$ cat src/rtl/fpe_pkg.sv
package fpe_pkg;
  typedef enum logic [1:0] {
    RES_OK      = 2'd0,
    RES_VERIFY  = 2'd1,
    RES_TIMEOUT = 2'd2
  } fpe_res_e;

  localparam logic [7:0] CMD_PROG  = 8'h40;
  localparam logic [7:0] CMD_STAT  = 8'h70;
  localparam logic [7:0] CMD_CLR   = 8'h50;
  localparam logic [7:0] CMD_ARRAY = 8'hFF;

  typedef enum logic [4:0] {
    S_IDLE, S_FETCH, S_LOAD, S_KPROG, S_CMD, S_DATA, S_RSTAT,
    S_POLL, S_PW1, S_PW2, S_KTCLR, S_TCLR, S_KARR, S_ARR,
    S_KCLR, S_CLR, S_PAUSE, S_SETTLE, S_VRD, S_VW1, S_VCMP
  } fpe_state_e;
endpackage

$ cat src/rtl/fpe_clip.sv
module fpe_clip #(
  parameter int BLK_W = 16,
  parameter int CNT_W = BLK_W + 1
) (
  input  logic [BLK_W-1:0] offset,
  input  logic [CNT_W-1:0] req_len,
  output logic [CNT_W-1:0] run_len
);
  localparam logic [CNT_W-1:0] BLK_BYTES = CNT_W'(1) << BLK_W;

  logic [CNT_W-1:0] room;

  always_comb begin
    room    = BLK_BYTES - {{(CNT_W-BLK_W){1'b0}}, offset};
    run_len = (req_len > room) ? room : req_len;
  end
endmodule

$ cat src/rtl/fpe_timer.sv
module fpe_timer #(
  parameter longint unsigned LIMIT = 64'd16
) (
  input  logic clk,
  input  logic rst,
  input  logic clr,
  output logic expired
);
  localparam int W = $clog2(LIMIT + 64'd1);
  localparam logic [W-1:0] LIM = W'(LIMIT);

  logic [W-1:0] cnt;

  always_ff @(posedge clk) begin
    if (rst || clr) cnt <= '0;
    else if (cnt != LIM) cnt <= cnt + 1'b1;
  end

  assign expired = (cnt == LIM);
endmodule

$ cat src/rtl/flash_prog_engine.sv
module flash_prog_engine
  import fpe_pkg::*;
#(
  parameter int ADDR_W        = 22,
  parameter int BLK_W         = 16,
  parameter int CYC_PER_MS    = 100000,
  parameter int BYTE_WAIT_MS  = 1000,
  parameter int BLOCK_WAIT_MS = 30000,
  parameter int PAUSE_MS      = 10
) (
  input  logic                clk,
  input  logic                rst,
  input  logic                start,
  input  logic [ADDR_W-1:0]   start_addr,
  input  logic [BLK_W:0]      start_len,
  output logic                busy,
  output logic                done,
  output logic [1:0]          res_code,
  output logic [BLK_W:0]      res_count,
  output logic [BLK_W-1:0]    src_idx,
  input  logic [7:0]          src_data,
  output logic                fl_wr,
  output logic                fl_rd,
  output logic [ADDR_W-1:0]   fl_addr,
  output logic [7:0]          fl_wdata,
  input  logic [7:0]          fl_rdata,
  output logic [1:0]          lane_sel,
  output logic                kick_req
);
  localparam int CNT_W = BLK_W + 1;
  localparam longint unsigned BYTE_CYC  = 64'(BYTE_WAIT_MS)  * 64'(CYC_PER_MS);
  localparam longint unsigned BLOCK_CYC = 64'(BLOCK_WAIT_MS) * 64'(CYC_PER_MS);
  localparam longint unsigned PAUSE_CYC = 64'(PAUSE_MS)      * 64'(CYC_PER_MS);

  fpe_state_e st, st_n;

  logic [ADDR_W-1:0] base_q;
  logic [CNT_W-1:0]  len_q;
  logic [BLK_W-1:0]  idx, idx_n;
  logic [7:0]        dbyte;
  logic              err_q;

  logic [CNT_W-1:0]  clip_len;
  logic [ADDR_W-1:0] cur_addr, word_addr, blk_base;
  logic              last_byte;

  logic              byte_exp, blk_exp, pause_exp;

  logic              wr_n, rd_n, kick_n;
  logic [ADDR_W-1:0] addr_n;
  logic [7:0]        wd_n;
  logic              finish;
  fpe_res_e          fin_code;
  logic [CNT_W-1:0]  fin_cnt;

  fpe_clip #(.BLK_W(BLK_W), .CNT_W(CNT_W)) clip_i (
    .offset  (start_addr[BLK_W-1:0]),
    .req_len (start_len),
    .run_len (clip_len)
  );

  fpe_timer #(.LIMIT(BYTE_CYC)) byte_tmr_i (
    .clk(clk), .rst(rst),
    .clr(!(st inside {S_POLL, S_PW1, S_PW2})),
    .expired(byte_exp)
  );

  fpe_timer #(.LIMIT(BLOCK_CYC)) blk_tmr_i (
    .clk(clk), .rst(rst),
    .clr(st == S_IDLE),
    .expired(blk_exp)
  );

  fpe_timer #(.LIMIT(PAUSE_CYC)) pause_tmr_i (
    .clk(clk), .rst(rst),
    .clr(!(st inside {S_PAUSE, S_SETTLE})),
    .expired(pause_exp)
  );

  always_comb begin
    cur_addr  = base_q + ADDR_W'(idx);
    word_addr = {cur_addr[ADDR_W-1:2], 2'b00};
    blk_base  = {base_q[ADDR_W-1:BLK_W], {BLK_W{1'b0}}};
    last_byte = ({1'b0, idx} == (len_q - 1'b1));
  end

  always_comb begin
    st_n     = st;
    idx_n    = idx;
    wr_n     = 1'b0;
    rd_n     = 1'b0;
    kick_n   = 1'b0;
    addr_n   = blk_base;
    wd_n     = 8'h00;
    finish   = 1'b0;
    fin_code = RES_OK;
    fin_cnt  = '0;
    case (st)
      S_IDLE: begin
        if (start) begin
          idx_n = '0;
          if (clip_len == '0) finish = 1'b1;
          else                st_n   = S_FETCH;
        end
      end
      S_FETCH: st_n = S_LOAD;
      S_LOAD:  st_n = S_KPROG;
      S_KPROG: begin kick_n = 1'b1; st_n = S_CMD; end
      S_CMD: begin
        wr_n = 1'b1; addr_n = word_addr; wd_n = CMD_PROG; st_n = S_DATA;
      end
      S_DATA: begin
        wr_n = 1'b1; addr_n = word_addr; wd_n = dbyte; st_n = S_RSTAT;
      end
      S_RSTAT: begin wr_n = 1'b1; wd_n = CMD_STAT; st_n = S_POLL; end
      S_POLL:  begin rd_n = 1'b1; st_n = S_PW1; end
      S_PW1:   st_n = S_PW2;
      S_PW2: begin
        if (fl_rdata[7])   st_n = S_KARR;
        else if (byte_exp) st_n = S_KTCLR;
        else               st_n = S_POLL;
      end
      S_KTCLR: begin kick_n = 1'b1; st_n = S_TCLR; end
      S_TCLR:  begin wr_n = 1'b1; wd_n = CMD_CLR; st_n = S_KPROG; end
      S_KARR:  begin kick_n = 1'b1; st_n = S_ARR; end
      S_ARR: begin
        wr_n = 1'b1; wd_n = CMD_ARRAY;
        if (err_q)          st_n = S_KCLR;
        else if (last_byte) begin st_n = S_SETTLE; idx_n = '0; end
        else                begin st_n = S_FETCH;  idx_n = idx + 1'b1; end
      end
      S_KCLR: begin kick_n = 1'b1; st_n = S_CLR; end
      S_CLR: begin
        wr_n = 1'b1; wd_n = CMD_CLR;
        if (blk_exp) begin
          finish = 1'b1; fin_code = RES_TIMEOUT; st_n = S_IDLE;
        end else begin
          st_n = S_PAUSE;
        end
      end
      S_PAUSE:  if (pause_exp) st_n = S_KPROG;
      S_SETTLE: if (pause_exp) st_n = S_VRD;
      S_VRD: begin rd_n = 1'b1; addr_n = cur_addr; st_n = S_VW1; end
      S_VW1: st_n = S_VCMP;
      S_VCMP: begin
        if (fl_rdata != src_data) begin
          finish = 1'b1; fin_code = RES_VERIFY; st_n = S_IDLE;
        end else if (last_byte) begin
          finish = 1'b1; fin_code = RES_OK; fin_cnt = len_q; st_n = S_IDLE;
        end else begin
          idx_n = idx + 1'b1; st_n = S_VRD;
        end
      end
      default: st_n = S_IDLE;
    endcase
  end

  always_ff @(posedge clk) begin
    if (rst) begin
      st        <= S_IDLE;
      base_q    <= '0;
      len_q     <= '0;
      idx       <= '0;
      dbyte     <= '0;
      err_q     <= 1'b0;
      lane_sel  <= 2'd0;
      fl_wr     <= 1'b0;
      fl_rd     <= 1'b0;
      fl_addr   <= '0;
      fl_wdata  <= '0;
      kick_req  <= 1'b0;
      done      <= 1'b0;
      res_code  <= 2'd0;
      res_count <= '0;
    end else begin
      st       <= st_n;
      idx      <= idx_n;
      fl_wr    <= wr_n;
      fl_rd    <= rd_n;
      fl_addr  <= addr_n;
      fl_wdata <= wd_n;
      kick_req <= kick_n;
      done     <= finish;
      if (st == S_IDLE && start) begin
        base_q <= start_addr;
        len_q  <= clip_len;
      end
      if (st == S_LOAD)  dbyte    <= src_data;
      if (st == S_KPROG) lane_sel <= cur_addr[1:0];
      if (st == S_PW2 && fl_rdata[7]) err_q <= fl_rdata[4];
      if (finish) begin
        res_code  <= fin_code;
        res_count <= fin_cnt;
      end
    end
  end

  assign busy    = (st != S_IDLE);
  assign src_idx = idx;
endmodule

$ cat config.mk
export PLATFORM = sky130hd
export DESIGN_NAME = flash_prog_engine
export DESIGN_NICKNAME = d
export VERILOG_FILES = /design/src/rtl/fpe_pkg.sv /design/src/rtl/fpe_clip.sv /design/src/rtl/fpe_timer.sv /design/src/rtl/flash_prog_engine.sv
export SDC_FILE = /design/constraint.sdc
export NUM_CORES = 1
export LEC_CHECK = 0
export CORE_UTILIZATION = 60
export CTS_BUF_LIST = sky130_fd_sc_hd__clkbuf_8
export CTS_CLUSTER_SIZE = 40
export DETAILED_ROUTE_END_ITERATION = 16
export DONT_BUFFER_PORTS = 1
export PLACE_DENSITY_LB_ADDON = 0.15
export RECOVER_POWER = 25
export SETUP_SLACK_MARGIN = 0.3
export SLEW_MARGIN = 20
export SYNTH_ARGS = -nofsm -noshare
export SYNTH_HDL_FRONTEND = slang
export SYNTH_SLANG_ARGS = --single-unit
export TNS_END_PERCENT = 20
$ cat constraint.sdc
create_clock -name clk -period 5.8 [get_ports clk]
set_clock_uncertainty 0.05 [all_clocks]
set_input_delay 0.29 -clock clk [delete_from_list [all_inputs] [get_ports clk]]
set_output_delay 0.29 -clock clk [all_outputs]
set_load 0.02 [all_outputs]
# Word-level counts from Yosys, hierarchy flattened
# Cells that the tools add are included.
# classes
addsub	7
mul	0
n_div	0
order_cmp	1
eq_ne	35
shifts	0
n_mux	36
n_bitwise	0
reduce_logical	21
# op_table
op	n
$pmux W5 S20	1
$mux W16	5
$mux W17	4
$pmux W16 S3	1
$mux W5	9
$pmux W22 S2	1
$eq A5 B4 Y1 const B	8
$pmux W8 S5	1
$add A32 B1 Y32 const B	1
$eq A32 B32 Y1 const B	1
$ne A32 B32 Y1 const B	1
$add A27 B1 Y27 const B	1
$eq A27 B27 Y1 const B	1
$ne A27 B27 Y1 const B	1
$eq A5 B5 Y1 const B	5
$add A22 B16 Y22	1
$add A20 B1 Y20 const B	1
$eq A20 B20 Y1 const B	1
$eq A5 B3 Y1 const B	4
$ne A20 B20 Y1 const B	1
$eq A16 B17 Y1	1
$gt A17 B17 Y1	1
$logic_not A17 Y1	1
$sub A17 B1 Y17 const B	1
23 further kinds	47
# word_totals
register_bits	203
latchBits	0
ramBits	0
romBits	0
in_bits	58
out_inout_bits	72
wordCells	118
mem_count	0

# Depth between registers and ports, before layout
# Gate-level depths: netlist of the first run.
# depth
word_depth	7
mapped_depth	17
ltp_nobuf	15

# Cells and area by module
# A second synthesis of the first run with hierarchy kept.
# hier_totals
hier_cells	1367
hier_area_um2	11463.5
# modules_own_cells
mod	instances	cells_each	area_each_um2	seq_area_each_um2
flash_prog_engine	1	785	6441.2	2482.4
fpe_timer at blk_tmr_i	1	188	1691.6	640.6
fpe_timer at byte_tmr_i	1	151	1383.8	540.5
fpe_timer at pause_tmr_i	1	118	1009.7	400.4
fpe_clip	1	125	937.1	0.0

# Worst setup path after synthesis of the first run
# No wires, ideal clock.
# synth_path
path_type	input-to-reg
startpoint	in start_addr[7]
endpoint	reg res_count[10]
setup_time_ns	0.058
t_arrival_ns	4.393
required_ns	5.692
setup_slack_ns	1.300
cell_stages	16
n_path_buf	3
cell_sequence	buf_2 -> or4_1 -> or3_1 -> or4_1 -> xnor2_1 -> ha_1 -> nand4_1 -> nor3_1 -> nand4_1 -> o21a_1 -> or2_2 -> buf_2 -> a31o_2 -> a2111oi_4 -> clkbuf_1 -> a22o_2
# synth_between
elab_chain_cells	7
# synth_rtl
item	line_no	text
start, declared	flash_prog_engine.sv:14	input logic [ADDR_W-1:0] start_addr,
$sub A17 B16 Y17 (*)	fpe_clip.sv:14	room = BLK_BYTES - {{(CNT_W-BLK_W){1'b0}}, offset};
$gt A17 B17 Y1	fpe_clip.sv:15	run_len = (req_len > room) ? room : req_len;
$mux W17 (*)	fpe_clip.sv:15	
$logic_not A17 Y1 (*)	flash_prog_engine.sv:102	if (clip_len == '0) finish = 1'b1;
$mux W1 (*)	flash_prog_engine.sv:102	
$mux W1 (*)	flash_prog_engine.sv:100	if (start) begin
$pmux W1 S3 (*)	flash_prog_engine.sv:98	case (st)
end signal, assigned	flash_prog_engine.sv:193	res_count <= fin_cnt;
end, declared	flash_prog_engine.sv:19	output logic [BLK_W:0] res_count,
# Every way passes the cells marked *; elsewhere a longest branch is shown, timed or not.
# A chain may end at the register's enable or synchronous reset.

# Worst setup path after layout of the first run
# layout_path
startpoint	in start_addr[7]
endpoint	reg res_count[16]
# The elaborated chain is that of the path after synthesis.

==> metrics, run 1 <==
outcome=completed; Setup TNS Final=0 ns; CP max FO=17; dpl hpwl=19.6 mm; HP Start=start_len[7]; Placed Area=10900 µm²; warnings from Yosys=0; first-pass GRT wire length=45.8 mm; post-synthesis async set-or-reset flop share=0%; HP Class=input port to register; post-synthesis sequential area ratio=37.3%; TritonRoute pass-1 iters=5; largest net degree at the start of global routing=67; Layout fillers=1496; CP arrival=4.64 ns; fin area=12100 µm²; initial antenna violation count=1; Pwr Density=263 nW/µm²; CTS tree=yes; GRT Total Usage=30.8%; ranking of synthesized cells by area=dfxtp_1 (37%), nor2_1 (5.8%), nand2_1 (5.2%); clock root cell=clkbuf_8; largest area contributor in the netlist=dfxtp_1; nets=1476; WL/cell=17.6 µm; Sink Count=203; die area=18700 µm²; Tcrit/Tclk final=73.0%; Via density=6.10; Final Hold Viols=0; commonest non-fill, non-tap cell in the layout=dfxtp_1; worst skew pair latency=0.53 ns; initial core utilization=62.1%; Slew headroom=28.7%; mean post-synth cell area=8.06 µm²; cts bufs inserted=36; Synth Net Count=1453; peak supply drop=213 µV; Reg-to-Reg End=res_count[16]; Slew @ Worst Pin=1.06 ns; Power, Total=0.00319 W; P_leak=4.30 nW; routed wire length=28.5 mm; area share of the largest cell type after synthesis=37.3%; fin. max-slew vios=0; Core Area=17500 µm²; layout cell share with drive strength beyond 1=5.87%; RD Place Congestion=0.919; # rows=48; Post-synth EDFFs=0; Die Y=137 µm; starting DRC count in detailed routing=669; detailed-route via count=9909; dpl cells=1516; fin cells=1624; RSZ-0062 raised after global routing=no; Final Setup Violations=0; die width=137 µm; Max Cap Viol=0; Antenna Violating Nets Remaining=0; reg-to-reg startpoint=len_q[3]; # DRC=0; Clock Tree Buf Depth=3; synth unique cells=76; mapped cell area=10900 µm²; most frequent cells in the layout=dfxtp_1 (203), nor2_1 (167), nand2_1 (150), a21oi_1 (96), nand3_1 (71); vias in the first global route=9370; kind of critical path=input port to register; reg2reg setup slack=1.84 ns; port buffer count=0; total grt overflow=0; FF+latch count, synth=203; final critical-path required period=4.23 ns; Worst Path Required=6.21 ns; Synth Flop Type=dfxtp_1; WHS Endpoint=len_q[7]; Reg clk slew, reported paths=0.06 ns; worst hold path depth=2; Setup Fix Bufs, Post-CTS=0; FF-to-FF path depth=8; kind of end point of the critical path=register; highest clock rate=236 MHz; Setup crit start kind=input port; Post-Synthesis Cells=1352; H-Tree Depth=2; boundary pin count=130; Layout area overhead=11.2%
metrics by stage:
stage / worst slack, ns / hold WS, ns / util, %
after floorplan: 1.30 / 0.376 / -
after global placement: 1.22 / 0.317 / 62.3
after detailed placement: 1.13 / 0.320 / 62.3
after CTS: 1.65 / 0.00102 / 69.0
after global routing: 1.36 / 0.0113 / 69.1
final: 1.57 / 0.0225 / 69.1
cell type report:
cell class	instances	area, µm²	share of cell area [%]
multi-input combinational	1046	6400	52.9
sequential	203	4060	33.6
clock buffer	47	647	5.34
timing repair buffer	50	508	4.19
tap	225	282	2.32
inverter	38	143	1.18
clock inverter	14	63.8	0.527
antenna	1	2.50	0.0207
logic make-up (layout without fill, tap and decap cells):
family / count (synthesis) / after routing / share of synthesized area [%]
fa+ha+maj: 44 / 44 / 5.10
flops: 203 / 203 / 37.3
other cells: 0 / 1 / 0
simple gates: 631 / 631 / 28.8
xor+xnor: 115 / 115 / 9.25
compound gates: 245 / 245 / 14.6
buf+inv: 103 / 149 / 3.96
mux: 11 / 11 / 1.06
worst max-delay path by stage:
stage	from	endpoint	slack (ns)	depth (start not counted)
4_1_cts	start_addr[7]	res_count[10]	1.65	13
2_1_floorplan	start_addr[7]	res_count[10]	1.30	16
3_5_place_dp	start_addr[7]	res_count[10]	1.13	13
5_1_grt	start_addr[7]	res_count[15]	1.36	13
6_report	start_addr[7]	res_count[16]	1.57	13
3_3_place_gp	start_addr[7]	res_count[16]	1.22	13
critical path: stages:
cell and delay [ns]:
or4_1 0.58, or3_1 0.36, or4_1 0.42, xnor2_1 0.18, ha_1 0.31, nand4_1 0.12, nor3_1 0.31, nand4_1 0.18
o21a_1 0.16, or2_2 0.37, a31o_2 0.26, a2111oi_4 0.81, a22o_2 0.27
report_power, final:
group | leakage, nW | total, W | switching, W | internal [W]
Clock | 0.398 | 0.00130 | 0.000575 | 0.000722
Combinational | 2.26 | 0.000391 | 0.000229 | 0.000162
Sequential | 1.64 | 0.00150 | 0.0000681 | 0.00143
state kept, by name, summed over array words and instances (netlist names):
signal,count
blk_tmr_i.cnt,32
byte_tmr_i.cnt,27
base_q,22
fl_addr,22
pause_tmr_i.cnt,20
len_q,17
res_count,17
src_idx,16
dbyte,8
fl_wdata,8
st,5
lane_sel,2
res_code,2
done,1
err_q,1
fl_rd,1
fl_wr,1
kick_req,1
synth_stat cells, types with 20 or more instances:
master    instances
a21oi_1          96
nand3_1          71
nor3_1           46
or3_1            36
nor2_1          167
dfxtp_1         203
nor4_1           20
xor2_1           61
o21ai_0          43
xnor2_1          54
nand2_1         150
ha_1             42
clkbuf_1         43
nand4_1          34
inv_1            38
per-layer routing:
| layer | GRT usage (%) | up-vias | part of all wire (%) |
|---|---|---|---|
| met3 | 7.19 | 87 | 7.1 |
| met2 | 51.6 | 354 | 46 |
| met4 | 16.0 | 0 | 4.1 |
| met5 | 0 | - | 0 |
| met1 | 36.7 | 4613 | 43 |
| li1 | - | 4855 | - |
timing repair:
item,4_1_cts,5_1_grt
hold buffers,46,0
resized for setup,0,0
endpoints found under the setup margin,0,0
endpoints found under the hold margin,66,0
Note: power is estimated with default switching activity, not from simulation.
==> inputs of run 2 (changes only) <==
clock period = 4.4 ns   (was 5.8 ns; I/O delays follow)
==> metrics, run 2 (synthesized netlist as in run 1, its figures left out) <==
outcome=completed; Setup Fix Bufs, Post-CTS=0 (unchanged); Worst Path Required=4.82 ns (-1.39 ns); TritonRoute pass-1 iters=5 (unchanged); CTS Hold Bufs=51 (+11%); Final Core Density=69.7% (+0.61 points); peak supply drop=253 µV (+19%); cts bufs inserted=34 (-5.6%); Pwr Density=343 nW/µm² (+30%); Setup crit start kind=register; CP arrival=4.27 ns (-0.37 ns); routed wire length=29.1 mm (+2.1%); Layout area overhead=12.2%; Tcrit/Tclk final=87.5%; Slew @ Worst Pin=1.08 ns (+0.0233 ns); RSZ-0062 raised after global routing=no; Final Hold Viols=0 (unchanged); Clock Tree Buf Depth=3 (unchanged); kind of end point of the critical path=register; Reg clk slew, reported paths=0.06 ns (about the same); commonest non-fill, non-tap cell in the layout=dfxtp_1; boundary pin count=130 (unchanged); Largest delay share family, worst path=simple AND/OR/NAND/NOR gates; Sink Count=203 (unchanged); initial core utilization=62.1% (unchanged); P_leak=4.35 nW (+1.3%); Antenna Violating Nets Remaining=0 (unchanged); initial antenna violation count=0 (-1); total grt overflow=0 (unchanged); fin. max-slew vios=0 (unchanged); CP bufs+invs=0 (unchanged); Die Y=137 µm (unchanged); Placed Area=11000 µm² (+1.1%); WL/cell=17.8 µm (+1.4%); H-Tree Depth=2 (unchanged); Setup TNS Final=0 ns (unchanged); Regs by FF count=blk_tmr_i.cnt x32, byte_tmr_i.cnt x27; largest net degree at the start of global routing=69 (+3.0%); max reg flops=32 (unchanged); # rows=48 (unchanged); first-pass GRT wire length=46.1 mm (+0.57%); CTS tree=yes; CP max FO=17 (unchanged); RD Place Congestion=0.926 (+0.76%); Core Area=17500 µm² (unchanged); clock root cell=clkbuf_8; starting DRC count in detailed routing=740 (+11%); detailed-route via count=9987 (+0.79%); highest clock rate=260 MHz; # diodes=0 (-1); HP Class=input port to register; Via density=6.11 (+0.11%); Final Setup Violations=0 (unchanged); Resized cells post-CTS=0 (unchanged); die area=18700 µm² (unchanged); hold slack=0.0311 ns (+0.00864 ns); final critical-path required period=3.85 ns; Largest Register=blk_tmr_i.cnt; slowest CP cell=nor4_2; worst skew pair latency=0.53 ns (about the same); dpl hpwl=19.9 mm (+1.9%); fin area=12200 µm² (+0.88%); most frequent cells in the layout=dfxtp_1 (203), nor2_1 (167), nand2_1 (150), a21oi_1 (96), nand3_1 (71); Max Cap Viol=0 (unchanged); nets=1492 (+1.1%); vias in the first global route=9358 (-0.13%); layout cell share with drive strength beyond 1=6.17% (+0.30 points); Slew headroom=27.5% (-1.1 points); die width=137 µm (unchanged); crit-path cells=nor4_2, nand2_1, o311ai_0, nor2_1, or3_1, or4_4, nor3b_4, a22o_2; # DRC=0 (unchanged); kind of critical path=register to register; GRT Total Usage=31.2% (+0.41 points); port buffer count=0 (unchanged); Largest stage delay, worst path=0.83 ns (+0.02 ns)
[run 2: per-stage QoR]
| stage | setup WS, ns | cells | total power (W) |
|---|---|---|---|
| 2_1_floorplan | 0.217 | 1352 | 0.00238 |
| 3_3_place_gp | 0.296 | 1529 | 0.00247 |
| 3_5_place_dp | 0.238 | 1529 | 0.00248 |
| 4_1_cts | 0.591 | 1635 | 0.00420 |
| 5_1_grt | 0.404 | 1635 | 0.00436 |
| 6_report | 0.548 | 1635 | 0.00419 |
[run 2: per-layer routing]
layer / track usage (%) / up-vias / part of all wire, %
li1: - / 4873 / -
met1: 37.8 / 4683 / 42
met2: 50.5 / 334 / 46
met3: 8.52 / 97 / 7.4
met4: 16.2 / 0 / 4.6
met5: 0 / - / 0
[run 2: power breakdown]
group | switching, W | total (W) | leakage, nW | internal [W]
clock | 0.000745 | 0.00168 | 0.376 | 0.000938
sequential | 0.0000759 | 0.00196 | 1.64 | 0.00189
combinational | 0.000326 | 0.000549 | 2.33 | 0.000223
total | 0.00115 | 0.00419 | 4.35 | 0.00305
[run 2: final cells by class]
type                            count  area (µm²)
Multi-Input combinational cell   1046        6420
Fill cell                        1436        5320
Sequential cell                   203        4060
Timing Repair Buffer               68         641
Clock buffer                       40         551
Tap cell                          225         282
Inverter                           38         143
Clock inverter                     15         116
[run 2: final timing paths]
check / startpoint / endpoint / slack [ns] / cells after the start
worst min register to register: dbyte[0] / fl_wdata[0] / 0.41 / 2
worst max register to register: len_q[2] / res_count[13] / 0.55 / 8
worst min-delay path: start_addr[10] / len_q[10] / 0.03 / 3
worst max-delay path: len_q[2] / res_count[13] / 0.55 / 8
[run 2: worst reg2reg max path, cell delays in order (launching register included)]
cell and delay [ns]:
dfxtp_1 0.41, nor4_2 0.83, nand2_1 0.18, o311ai_0 0.39, nor2_1 0.12, or3_1 0.40, or4_4 0.59, nor3b_4 0.59
a22o_2 0.25
